$ cat config.mk
export PLATFORM = sky130hd
export DESIGN_NAME = rtc_calendar_core
export DESIGN_NICKNAME = d
export VERILOG_FILES = /design/src/rtl/rtc_cal_pkg.sv /design/src/rtl/rtc_bcd_field.sv /design/src/rtl/rtc_cal_ctrl.sv /design/src/rtl/rtc_cal_datapath.sv /design/src/rtl/rtc_calendar_core.sv
export SDC_FILE = /design/constraint.sdc
export NUM_CORES = 1
export LEC_CHECK = 0
export CAP_MARGIN = 15
export CORE_MARGIN = 5
export CORE_UTILIZATION = 60
export CTS_BUF_LIST = sky130_fd_sc_hd__clkbuf_16
export CTS_CLUSTER_SIZE = 28
export DETAILED_ROUTE_END_ITERATION = 16
export PLACE_DENSITY = 0.9
export SLEW_MARGIN = 10
export SYNTH_ARGS = -nofsm -noshare
export SYNTH_HDL_FRONTEND = slang
export SYNTH_SLANG_ARGS = --single-unit
$ cat constraint.sdc
create_clock -name clk -period 5.9 [get_ports clk]
set_input_delay 1.18 -clock clk [delete_from_list [all_inputs] [get_ports clk]]
set_output_delay 1.18 -clock clk [all_outputs]
set_load 0.05 [all_outputs]
$ cat src/rtl/rtc_cal_pkg.sv
package rtc_cal_pkg;

  // Register addresses (the time fields are contiguous from FIELD_BASE)
  localparam int ADDR_CTRL  = 0;
  localparam int FIELD_BASE = 2;
  localparam int NUM_FIELDS = 7;

  // Field index inside the time block
  localparam int F_SEC  = 0;
  localparam int F_MIN  = 1;
  localparam int F_HOUR = 2;
  localparam int F_DAY  = 3;
  localparam int F_WDAY = 4;
  localparam int F_MON  = 5;
  localparam int F_YEAR = 6;

  // Control byte bits
  localparam int CTRL_STOP_BIT = 5;
  localparam int CTRL_H12_BIT  = 2;
  localparam logic [7:0] SOFT_RST_MASK = 8'h58;

  // Strobes from control to datapath
  typedef struct packed {
    logic [NUM_FIELDS-1:0] fieldWr;
    logic                  advance;
    logic                  softReset;
    logic                  mode12;
  } calStrobe_t;

  function automatic logic [7:0] bcdInc(input logic [7:0] v);
    if (v[3:0] >= 4'd9) return {v[7:4] + 4'd1, 4'd0};
    return {v[7:4], v[3:0] + 4'd1};
  endfunction

  function automatic logic [6:0] bcd2bin(input logic [7:0] v);
    return 7'(v[7:4]) * 7'd10 + 7'(v[3:0]);
  endfunction

  function automatic logic [7:0] bin2bcd(input logic [6:0] v);
    logic [6:0] tens;
    logic [6:0] ones;
    tens = v / 7'd10;
    ones = v % 7'd10;
    return {tens[3:0], ones[3:0]};
  endfunction

  // BCD year divisible by four
  function automatic logic isLeap(input logic [7:0] y);
    if (!y[4]) return (y[3:0] == 4'd0) || (y[3:0] == 4'd4) || (y[3:0] == 4'd8);
    return (y[3:0] == 4'd2) || (y[3:0] == 4'd6);
  endfunction

  // Last day of a BCD month, as BCD
  function automatic logic [5:0] lastDay(input logic [4:0] mon, input logic leap);
    case (mon)
      5'h02:                      return leap ? 6'h29 : 6'h28;
      5'h04, 5'h06, 5'h09, 5'h11: return 6'h30;
      default:                    return 6'h31;
    endcase
  endfunction

endpackage

$ cat src/rtl/rtc_bcd_field.sv
// One BCD counting field: loadable, wraps to LOW_VAL above maxVal.
module rtc_bcd_field import rtc_cal_pkg::*; #(
  parameter int W       = 7,
  parameter int LOW_VAL = 0,
  parameter int RST_VAL = 0
) (
  input  logic         clk,
  input  logic         rstN,
  input  logic         clear,
  input  logic         load,
  input  logic [W-1:0] loadVal,
  input  logic         inc,
  input  logic [W-1:0] maxVal,
  output logic [W-1:0] value,
  output logic         carry
);

  localparam logic [W-1:0] LOW_W = W'(LOW_VAL);
  localparam logic [W-1:0] RST_W = W'(RST_VAL);

  logic [7:0] stepped;

  assign carry   = inc && (value >= maxVal);
  assign stepped = bcdInc(8'(value));

  always_ff @(posedge clk or negedge rstN) begin
    if (!rstN)      value <= RST_W;
    else if (clear) value <= RST_W;
    else if (load)  value <= loadVal;
    else if (inc)   value <= carry ? LOW_W : stepped[W-1:0];
  end

endmodule

$ cat src/rtl/rtc_cal_ctrl.sv
// Address decode, control byte, soft reset detection and prescaler.
module rtc_cal_ctrl import rtc_cal_pkg::*; #(
  parameter int ADDR_W   = 4,
  parameter int TICK_DIV = 4
) (
  input  logic              clk,
  input  logic              rstN,
  input  logic              tick,
  input  logic              wrEn,
  input  logic [ADDR_W-1:0] addr,
  input  logic [7:0]        wrData,
  output calStrobe_t        stb,
  output logic [7:0]        ctrlByte
);

  localparam int PW = (TICK_DIV > 1) ? $clog2(TICK_DIV) : 1;
  localparam logic [PW-1:0] LAST = PW'(TICK_DIV - 1);

  logic                  stopBit;
  logic                  mode12Bit;
  logic [PW-1:0]         preCnt;
  logic [NUM_FIELDS-1:0] fieldHit;
  logic                  timeWr;
  logic                  ctrlWr;
  logic                  softRst;
  logic                  rollOver;

  generate
    for (genvar i = 0; i < NUM_FIELDS; i++) begin : g_dec
      assign fieldHit[i] = wrEn && (addr == ADDR_W'(FIELD_BASE + i));
    end
  endgenerate

  assign timeWr   = |fieldHit;
  assign ctrlWr   = wrEn && (addr == ADDR_W'(ADDR_CTRL));
  assign softRst  = ctrlWr && ((wrData & SOFT_RST_MASK) == SOFT_RST_MASK);
  assign rollOver = tick && !stopBit && (preCnt == LAST);

  always_ff @(posedge clk or negedge rstN) begin
    if (!rstN) begin
      stopBit   <= 1'b0;
      mode12Bit <= 1'b0;
      preCnt    <= '0;
    end else if (softRst) begin
      stopBit   <= 1'b0;
      mode12Bit <= 1'b0;
      preCnt    <= '0;
    end else begin
      if (ctrlWr) begin
        stopBit   <= wrData[CTRL_STOP_BIT];
        mode12Bit <= wrData[CTRL_H12_BIT];
      end
      if (timeWr)                preCnt <= '0;
      else if (tick && !stopBit) preCnt <= rollOver ? '0 : preCnt + PW'(1);
    end
  end

  always_comb begin
    stb.fieldWr   = fieldHit;
    stb.advance   = rollOver && !timeWr;
    stb.softReset = softRst;
    stb.mode12    = mode12Bit;
    ctrlByte      = 8'h00;
    ctrlByte[CTRL_STOP_BIT] = stopBit;
    ctrlByte[CTRL_H12_BIT]  = mode12Bit;
  end

endmodule

$ cat src/rtl/rtc_cal_datapath.sv
// Calendar fields, carry chain, hour format conversion and read mux.
module rtc_cal_datapath import rtc_cal_pkg::*; #(
  parameter int ADDR_W = 4
) (
  input  logic              clk,
  input  logic              rstN,
  input  calStrobe_t        stb,
  input  logic [ADDR_W-1:0] addr,
  input  logic [7:0]        wrData,
  input  logic [7:0]        ctrlByte,
  output logic [7:0]        rdData
);

  logic [6:0] secVal, minVal;
  logic [5:0] hourVal, dayVal;
  logic [4:0] monVal;
  logic [7:0] yearVal;
  logic [2:0] wdayVal;
  logic       osfFlag;
  logic       secCarry, minCarry, hourCarry, dayCarry, monCarry, yearCarry;
  logic [5:0] dayMax;
  logic [5:0] hourLoad;
  logic [7:0] hourRead;

  assign dayMax = lastDay(monVal, isLeap(yearVal));

  // Hour write path: 12-hour input folded to 24-hour BCD
  always_comb begin
    logic [6:0] hv;
    logic [6:0] h24;
    logic [7:0] enc;
    hv  = bcd2bin({3'b000, wrData[4:0]});
    if (hv == 7'd12) h24 = wrData[5] ? 7'd12 : 7'd0;
    else             h24 = wrData[5] ? hv + 7'd12 : hv;
    enc = bin2bcd(h24);
    hourLoad = stb.mode12 ? enc[5:0] : wrData[5:0];
  end

  // Hour read path
  always_comb begin
    logic [6:0] hb;
    logic [6:0] h12;
    logic       pm;
    logic [7:0] enc;
    hb = bcd2bin({2'b00, hourVal});
    if (hb == 7'd0)       begin h12 = 7'd12;       pm = 1'b0; end
    else if (hb < 7'd12)  begin h12 = hb;          pm = 1'b0; end
    else if (hb == 7'd12) begin h12 = 7'd12;       pm = 1'b1; end
    else                  begin h12 = hb - 7'd12;  pm = 1'b1; end
    enc = bin2bcd(h12);
    hourRead = stb.mode12 ? {2'b00, pm, enc[4:0]} : {2'b00, hourVal};
  end

  rtc_bcd_field #(.W(7), .LOW_VAL(0), .RST_VAL(0)) u_sec (
    .clk(clk), .rstN(rstN), .clear(stb.softReset), .load(stb.fieldWr[F_SEC]),
    .loadVal(wrData[6:0]), .inc(stb.advance), .maxVal(7'h59),
    .value(secVal), .carry(secCarry));

  rtc_bcd_field #(.W(7), .LOW_VAL(0), .RST_VAL(0)) u_min (
    .clk(clk), .rstN(rstN), .clear(stb.softReset), .load(stb.fieldWr[F_MIN]),
    .loadVal(wrData[6:0]), .inc(secCarry), .maxVal(7'h59),
    .value(minVal), .carry(minCarry));

  rtc_bcd_field #(.W(6), .LOW_VAL(0), .RST_VAL(0)) u_hour (
    .clk(clk), .rstN(rstN), .clear(stb.softReset), .load(stb.fieldWr[F_HOUR]),
    .loadVal(hourLoad), .inc(minCarry), .maxVal(6'h23),
    .value(hourVal), .carry(hourCarry));

  rtc_bcd_field #(.W(6), .LOW_VAL(1), .RST_VAL(1)) u_day (
    .clk(clk), .rstN(rstN), .clear(stb.softReset), .load(stb.fieldWr[F_DAY]),
    .loadVal(wrData[5:0]), .inc(hourCarry), .maxVal(dayMax),
    .value(dayVal), .carry(dayCarry));

  rtc_bcd_field #(.W(5), .LOW_VAL(1), .RST_VAL(1)) u_mon (
    .clk(clk), .rstN(rstN), .clear(stb.softReset), .load(stb.fieldWr[F_MON]),
    .loadVal(wrData[4:0]), .inc(dayCarry), .maxVal(5'h12),
    .value(monVal), .carry(monCarry));

  rtc_bcd_field #(.W(8), .LOW_VAL(0), .RST_VAL(0)) u_year (
    .clk(clk), .rstN(rstN), .clear(stb.softReset), .load(stb.fieldWr[F_YEAR]),
    .loadVal(wrData), .inc(monCarry), .maxVal(8'h99),
    .value(yearVal), .carry(yearCarry));

  // Weekday (binary 0..6) and the sticky stopped-flag
  always_ff @(posedge clk or negedge rstN) begin
    if (!rstN) begin
      wdayVal <= 3'd0;
      osfFlag <= 1'b1;
    end else if (stb.softReset) begin
      wdayVal <= 3'd0;
      osfFlag <= 1'b1;
    end else begin
      if (stb.fieldWr[F_WDAY]) wdayVal <= wrData[2:0];
      else if (hourCarry)      wdayVal <= (wdayVal >= 3'd6) ? 3'd0 : wdayVal + 3'd1;
      if (stb.fieldWr[F_SEC])  osfFlag <= 1'b0;
    end
  end

  always_comb begin
    rdData = 8'h00;
    case (int'(addr))
      ADDR_CTRL:           rdData = ctrlByte;
      FIELD_BASE + F_SEC:  rdData = {osfFlag, secVal};
      FIELD_BASE + F_MIN:  rdData = {1'b0, minVal};
      FIELD_BASE + F_HOUR: rdData = hourRead;
      FIELD_BASE + F_DAY:  rdData = {2'b00, dayVal};
      FIELD_BASE + F_WDAY: rdData = {5'b00000, wdayVal};
      FIELD_BASE + F_MON:  rdData = {3'b000, monVal};
      FIELD_BASE + F_YEAR: rdData = yearVal;
      default:             rdData = 8'h00;
    endcase
  end

  logic unusedCarry;
  assign unusedCarry = yearCarry;

endmodule

$ cat src/rtl/rtc_calendar_core.sv
module rtc_calendar_core import rtc_cal_pkg::*; #(
  parameter int ADDR_W   = 4,
  parameter int TICK_DIV = 4
) (
  input  logic              clk,
  input  logic              rstN,
  input  logic              tick,
  input  logic              wrEn,
  input  logic [ADDR_W-1:0] addr,
  input  logic [7:0]        wrData,
  output logic [7:0]        rdData
);

  calStrobe_t stb;
  logic [7:0] ctrlByte;

  rtc_cal_ctrl #(.ADDR_W(ADDR_W), .TICK_DIV(TICK_DIV)) u_ctl (
    .clk(clk), .rstN(rstN), .tick(tick), .wrEn(wrEn), .addr(addr),
    .wrData(wrData), .stb(stb), .ctrlByte(ctrlByte));

  rtc_cal_datapath #(.ADDR_W(ADDR_W)) u_dp (
    .clk(clk), .rstN(rstN), .stb(stb), .addr(addr), .wrData(wrData),
    .ctrlByte(ctrlByte), .rdData(rdData));

endmodule

### Word level (Yosys, flattened, before mapping)

Index checks and enable logic that the tools add are counted.

| word-level totals | value |
|---|---|
| logic and storage cells | 195 |
| input port bits | 16 |
| flip-flop bits (word level) | 47 |

| operators by class | value |
|---|---|
| muxes and demuxes | 70 |
| div/mod/pow operators | 4 |
| multiply operators | 2 |
| order comparisons | 14 |
| add/subtract/negate cells | 18 |
| equal/unequal tests | 20 |
| reductions and logical operators | 50 |

Operator list:

| kind | count |
|---|---|
| 2-to-1 mux 7 bit | 17 |
| 2-to-1 mux 6 bit | 14 |
| case mux 8 bit (8 select lines) | 1 |
| 2-to-1 mux 8 bit | 6 |
| 2-to-1 mux 5 bit | 6 |
| adder 4 x 1 -> 4 bit (second input constant) | 7 |
| equality test 4 x 3 -> 1 bit (second input constant) | 6 |
| >= comparator 4 bit (second input constant) | 6 |
| nonzero test 3 bit | 8 |
| nonzero test 4 bit | 6 |
| logical AND 1 bit | 18 |
| 2-to-1 mux 1 bit | 16 |
| divider 7 x 4 -> 7 bit (second input constant) | 2 |
| equality test 7 x 4 -> 1 bit (second input constant) | 2 |
| >= comparator 7 bit (second input constant) | 2 |
| remainder unit 7 x 4 -> 7 bit (second input constant) | 2 |
| equality test 4 x 2 -> 1 bit (second input constant) | 3 |
| 2-to-1 mux 3 bit | 4 |
| case mux 6 bit (2 select lines) | 1 |
| AND reduction 2 bit | 6 |
| equality test 5 x 3 -> 1 bit (second input constant) | 2 |
| adder 3 x 1 -> 3 bit (second input constant) | 3 |
| equality test 4 bit (second input constant) | 2 |
| >= comparator 8 bit (second input constant) | 1 |
| 27 further kinds | 37 |

### Depth between registers and ports, before layout

| depth | value |
|---|---|
| depth in word-level cells | 15 |
| mapped depth | 19 |
| gate-level depth less buffers | 19 |

### Hierarchy

From an unflattened synthesis, not the netlist that was laid out.

| unflattened totals | value |
|---|---|
| cells, all modules | 817 |
| area, all modules | 6,610.1 µm² |

By module, submodules not included:

| module | instances | cells an instance | sequential area each (µm²) | area an instance (µm²) |
|---|---|---|---|---|
| rtc_cal_datapath | 1 | 300 | 101.3 | 2,139.6 |
| rtc_bcd_field at u_dp.u_min ... | 2 | 86 | 175.2 | 733.2 |
| rtc_bcd_field at u_dp.u_year | 1 | 99 | 200.2 | 835.8 |
| rtc_bcd_field at u_dp.u_hour | 1 | 68 | 150.1 | 615.6 |
| rtc_bcd_field at u_dp.u_day | 1 | 67 | 151.4 | 599.3 |
| rtc_bcd_field at u_dp.u_mon | 1 | 61 | 126.4 | 541.8 |
| rtc_cal_ctrl | 1 | 50 | 100.1 | 411.6 |

### Least setup slack after synthesis

Ideal clock, no wire load.

| timing path | value |
|---|---|
| path type | register to output |
| start | register u_dp.u_hour.value[4] |
| end | output port rdData[3] |
| path buffers | 0 |
| data required time | 4.720 ns |
| data arrival time | 4.571 ns |
| setup slack | 0.149 ns |
| stages on the path, launching flop included | 18 |
| path through | dfrtp_1 ha_1 inv_1 fa_1 xnor2_2 inv_2 ha_1 nor3b_1 a2111oi_1 a21oi_1 o221ai_2 nand2_1 o311a_1 ha_1 a21o_1 o311a_1 o211a_1 o21ai_1 |

| on the way | value |
|---|---|
| word-level cells in the longest chain between the ends | 9 |
| elaborated cells between the ends (all ways) | 12 |

RTL lines:

| element | line | RTL |
|---|---|---|
| start: declaration | rtc_bcd_field.sv:14 | `output logic [W-1:0] value,` |
| start signal: assignment | rtc_bcd_field.sv:29 | `else if (load) value <= loadVal;` |
| start signal: assignment | rtc_bcd_field.sv:30 | `else if (inc) value <= carry ? LOW_W : stepped[W-1:0];` |
| multiplier 2 x 3 -> 5 bit (*) | rtc_cal_pkg.sv:36 | `return 7'(v[7:4]) * 7'd10 + 7'(v[3:0]);` |
| adder 6 x 4 -> 7 bit (*) | rtc_cal_pkg.sv:36 |  |
| subtractor 7 x 4 -> 7 bit / equality test 7 x 4 -> 1 bit (equally long branches) | rtc_cal_datapath.sv:49, rtc_cal_datapath.sv:48 |  |
| 2-to-1 mux 7 bit | rtc_cal_datapath.sv:48 | `else if (hb == 7'd12) begin h12 = 7'd12; pm = 1'b1; end` |
| 2-to-1 mux 7 bit | rtc_cal_datapath.sv:47 | `else if (hb < 7'd12) begin h12 = hb; pm = 1'b0; end` |
| 2-to-1 mux 7 bit (*) | rtc_cal_datapath.sv:46 | `if (hb == 7'd0) begin h12 = 7'd12; pm = 1'b0; end` |
| remainder unit 7 x 4 -> 7 bit (*) | rtc_cal_pkg.sv:43 | `ones = v % 7'd10;` |
| 2-to-1 mux 6 bit (*) | rtc_cal_datapath.sv:51 | `hourRead = stb.mode12 ? {2'b00, pm, enc[4:0]} : {2'b00, hourVal};` |
| case mux 8 bit (8 select lines) (*) | rtc_cal_datapath.sv:101 | `case (int'(addr))` |
| end: declaration | rtc_calendar_core.sv:11 | `output logic [7:0] rdData` |

Every way passes the cells marked *; elsewhere a longest branch is shown, timed or not.

### Worst setup path after layout

| timing path | value |
|---|---|
| start | register u_dp.u_hour.value[1] |
| end | output port rdData[2] |

| on the way | value |
|---|---|
| word-level cells in the longest chain between the ends | 8 |
| elaborated cells between the ends (all ways) | 11 |

RTL lines:

| element | line |
|---|---|
| adder 6 x 4 -> 7 bit (*) | rtc_cal_pkg.sv:36 |
| subtractor 7 x 4 -> 7 bit / equality test 7 x 4 -> 1 bit (equally long branches) | rtc_cal_datapath.sv:49, rtc_cal_datapath.sv:48 |
| 2-to-1 mux 7 bit | rtc_cal_datapath.sv:48 |
| 2-to-1 mux 7 bit | rtc_cal_datapath.sv:47 |
| 2-to-1 mux 7 bit (*) | rtc_cal_datapath.sv:46 |
| remainder unit 7 x 4 -> 7 bit (*) | rtc_cal_pkg.sv:43 |
| 2-to-1 mux 6 bit (*) | rtc_cal_datapath.sv:51 |
| case mux 8 bit (8 select lines) (*) | rtc_cal_datapath.sv:101 |

Marked as above.

==> flow_metrics.tcl <==
set metrics [dict create \
    outcome "finished, final reports clean" \
    yosysWarnings 0 \
    final_max_slew_viol_count 0 \
    vdd_drop_max_mv 0.227 \
    synth_fa_ha_area_frac 0.116 \
    synth_largest_area_cell "dfrtp_1" \
    min_period_ns 5.83 \
    synth_top_family_by_area "compound AO/OA/AOI/OAI gates" \
    final_area_sq_um 6050 \
    clock-root-buffer "clkbuf_16" \
    cpPeakStageDelay_ns 0.47 \
    hold_violations 0 \
    cp_data_required_time_ns 4.72 \
    fp.dieW_um 104 \
    synth_area_sq_um 5260 \
    clkPwrFrac 0.116 \
    fin_nets 753 \
    vias 5695 \
    wl_per_cell_um 20.5 \
    cp.arrival_ns 4.65 \
    startpoint_type "register" \
    die_y_um 104 \
    instances_no_fill 798 \
    io_pins 24 \
    synth-simple-area-share 0.236 \
    cts_tree "done" \
    critPathKind "register to output pin" \
    antennaDiodeCount 0 \
    hpwl_um 11400 \
    grt_pass1_vias 5396 \
    yosysTopAreaCellShare 0.209 \
    synth_fp_nets 720 \
    core-area_sq_um 8640 \
    place_ws_ns 0.0210 \
    cts.clk_slew.worst_paths_ns 0.07 \
    grt_max_degree 48 \
    p_int_mw 1.36 \
    antenna_found_initial 0 \
    cp_common_cell "ha_4" \
    worstPathCellList "ha_4 -> inv_2 -> fa_2 -> xnor2_4 -> inv_2 -> ha_4 -> nor3b_4 -> nor2_2 -> a211o_1 -> a222oi_1 -> buf_4 -> buf_6 -> nand2_2 -> o311a_4 -> ha_4 -> nand4b_1 -> mux2i_2 -> a31oi_4 -> o31a_1 -> o211ai_2 -> buf_12" \
    synth_common_cells "nand2_1 (59), o21ai_0 (53), ha_1 (47)" \
    first_pass_iters 9 \
    start_util 0.609 \
    synthArstFlopShare 1.00 \
    p_sw_frac 0.469 \
    postLayoutCoreUtil 0.701 \
    grt_usage 0.284 \
    finalWirelength_um 16400 \
    worstPathMaxFanout 7 \
    cts_buffers 5 \
    synth_seq_cells 47 \
    yosysMostFrequentCell "nand2_1" \
    synth_cells 656 \
    clockBufferDepth 2 \
    synth_mux_area_frac 0.0340 \
    vias_per_cell 7.14 \
    cp_slowest_cell "fa_2" \
    placed_area_sq_um 5620 \
    combPwrFrac 0.667 \
    worst_slack_ns 0.0741 \
    path_delay_family "compound AO/OA/AOI/OAI gates" \
    clock-sinks 47 \
    maxCapViolCount 0 \
    power_switching_mw 1.20 \
    worst_slew_pin_slew_ns 1.01 \
    rows 34 \
    finalPower_mw 2.56 \
    htree_levels 2 \
    drive_gt1_frac 0.149 \
    synth-edff-count 0 \
    synth_xor_xnor_area_share 0.0109 \
    synth_cell_type_count 95 \
    hold_class "register to register" \
    first_iter_violations 693 \
    drc 0 \
    synth-compound-area-share 0.326 \
    grt_overflow 0 \
    min_period_over_period 0.987 \
    slew_headroom 0.319 \
    fmax_mhz 172 \
    p_leak_nw 2.51 \
    ys_seq_area_frac 0.224 \
    grt_first_pass_wirelength_um 26100 \
    port-buffer-count 23 \
    dp_cells 772 \
    power_density_nw_per_um2 423 \
    syn_avg_cell_area_sq_um 8.01 \
    syn_to_final_growth_pct 15.1 \
    ant_nets 0 \
    synthTopCellsByArea "dfrtp_1 (21%), ha_1 (11%), o21ai_0 (5.0%)" \
    finalSetupViolations 0 \
    p_seq_frac 0.217 \
    clock_latency_ns 0.29 \
    dieArea_sq_um 10700 \
    cp-end-kind "output pin" \
    crit_buf_inv 5 \
    synthFlopType "dfrtp_1" \
    place_congestion 0.964 \
    finClkSkew_ns 0.00393 \
]
## sequential cells by signal, summed over array words and instances (netlist names)
name               flops
u_ctl.stopBit          1
u_dp.u_mon.value       5
u_dp.u_sec.value       7
u_dp.u_day.value       6
u_ctl.preCnt           2
u_dp.wdayVal           3
u_dp.u_min.value       7
u_dp.osfFlag           1
u_dp.u_hour.value      6
u_dp.u_year.value      8
u_ctl.mode12Bit        1
## final cells by class
cell class              count  area, sq um
repair buffers             54          502
flip-flops and latches     47         1180
multi-input cells         542         3940
inverters                  39          146
fillers                   648         2580
well taps                 108          135
clock inverters             3         22.5
clock buffers               5          125
## power by group through the flow
stage	logic (mW)	registers, mW	clock network [mW]
finish	1.71	0.556	0.297
detailed placement	1.25	0.549	0
floorplan	0.961	0.497	0
CTS	1.32	0.544	0.297
global placement	1.17	0.542	0
global route	1.85	0.567	0.316
## stage by stage
stage	hold WS, ns	setup TNS (ns)
floorplan	0.461	0
global placement	0.475	0
detailed placement	0.503	0
CTS	0.512	0
global route	0.566	-0.227
finish	0.513	0
## layer usage
metal  global-route usage  wire length [um]  vias to the layer above
met2                0.469              7630                      365
met1                0.360              6280                     2657
met3               0.0504              1590                       92
li1                     -                 -                     2581
met5                    0                 0                        -
met4                0.131               869                        0
## what timing repair did
item,in CTS,in global routing
setup endpoints to repair,4,4
hold buffers,0,0
pin swaps,2,9
gates resized for setup,8,20
cloned,0,0
setup buffers,4,14
## worst reg2reg max path, stage by stage (launching register included)
cell and delay, ns:
dfrtp_1 0.46, inv_1 0.14, ha_1 0.24, nand2_1 0.06, o22ai_1 0.10, a2111oi_0 0.51
a31oi_1 0.10, ha_1 0.28, or4b_1 0.46, a21o_1 0.19, a21o_1 0.19, nand2_1 0.26
nor4_2 0.14, a211oi_2 0.42, or2_1 0.21, o21ai_0 0.10
## cell usage in the layout, fill, tap and decap left out, types with 6 or more instances in the layout
cell,instances
and3_1,10
a22oi_1,8
a22o_1,8
nor3b_1,11
o31ai_1,15
a21oi_1,33
a31oi_1,12
nand4_1,7
o21ai_0,53
a211oi_1,12
a21o_1,11
nand2_1,58
nor3_1,22
o211ai_1,7
inv_1,36
nand3_1,25
nor2_1,45
buf_4,30
mux2i_1,9
ha_1,42
and2_1,6
clkdlybuf4s50_1,18
dfrtp_1,42
mux2_2,6
## path summary, 6_finish.rpt
check	from	endpoint	slack [ns]	cells past startpoint
max in group asynchronous	rstN	u_dp.u_hour.value[4]$_DFFE_PN0P_	4.44	2
min reg2reg	u_dp.osfFlag$_DFFE_PN1P_	u_dp.osfFlag$_DFFE_PN1P_	0.51	2
min in group asynchronous	rstN	u_dp.u_sec.value[0]$_DFFE_PN0P_	1.00	2
max reg2reg	u_dp.u_year.value[0]$_DFFE_PN0P_	u_dp.u_year.value[5]$_DFFE_PN0P_	1.94	15
min	u_dp.osfFlag$_DFFE_PN1P_	u_dp.osfFlag$_DFFE_PN1P_	0.51	2
max	u_dp.u_hour.value[1]$_DFFE_PN0P_	rdData[2]	0.07	21
## logic make-up (layout without fill, tap and decap cells)
| logic type | count (synthesis) | count (layout) |
|---|---|---|
| AOI/OAI and AO/OA | 239 | 239 |
| adders and majority gates | 48 | 48 |
| DFF | 47 | 47 |
| xor gates and xnor gates | 4 | 4 |
| muxes | 17 | 17 |
| buffers and inverters | 67 | 101 |
| and+or+nand+nor | 234 | 234 |
Note: power is estimated with default switching activity, not from simulation.
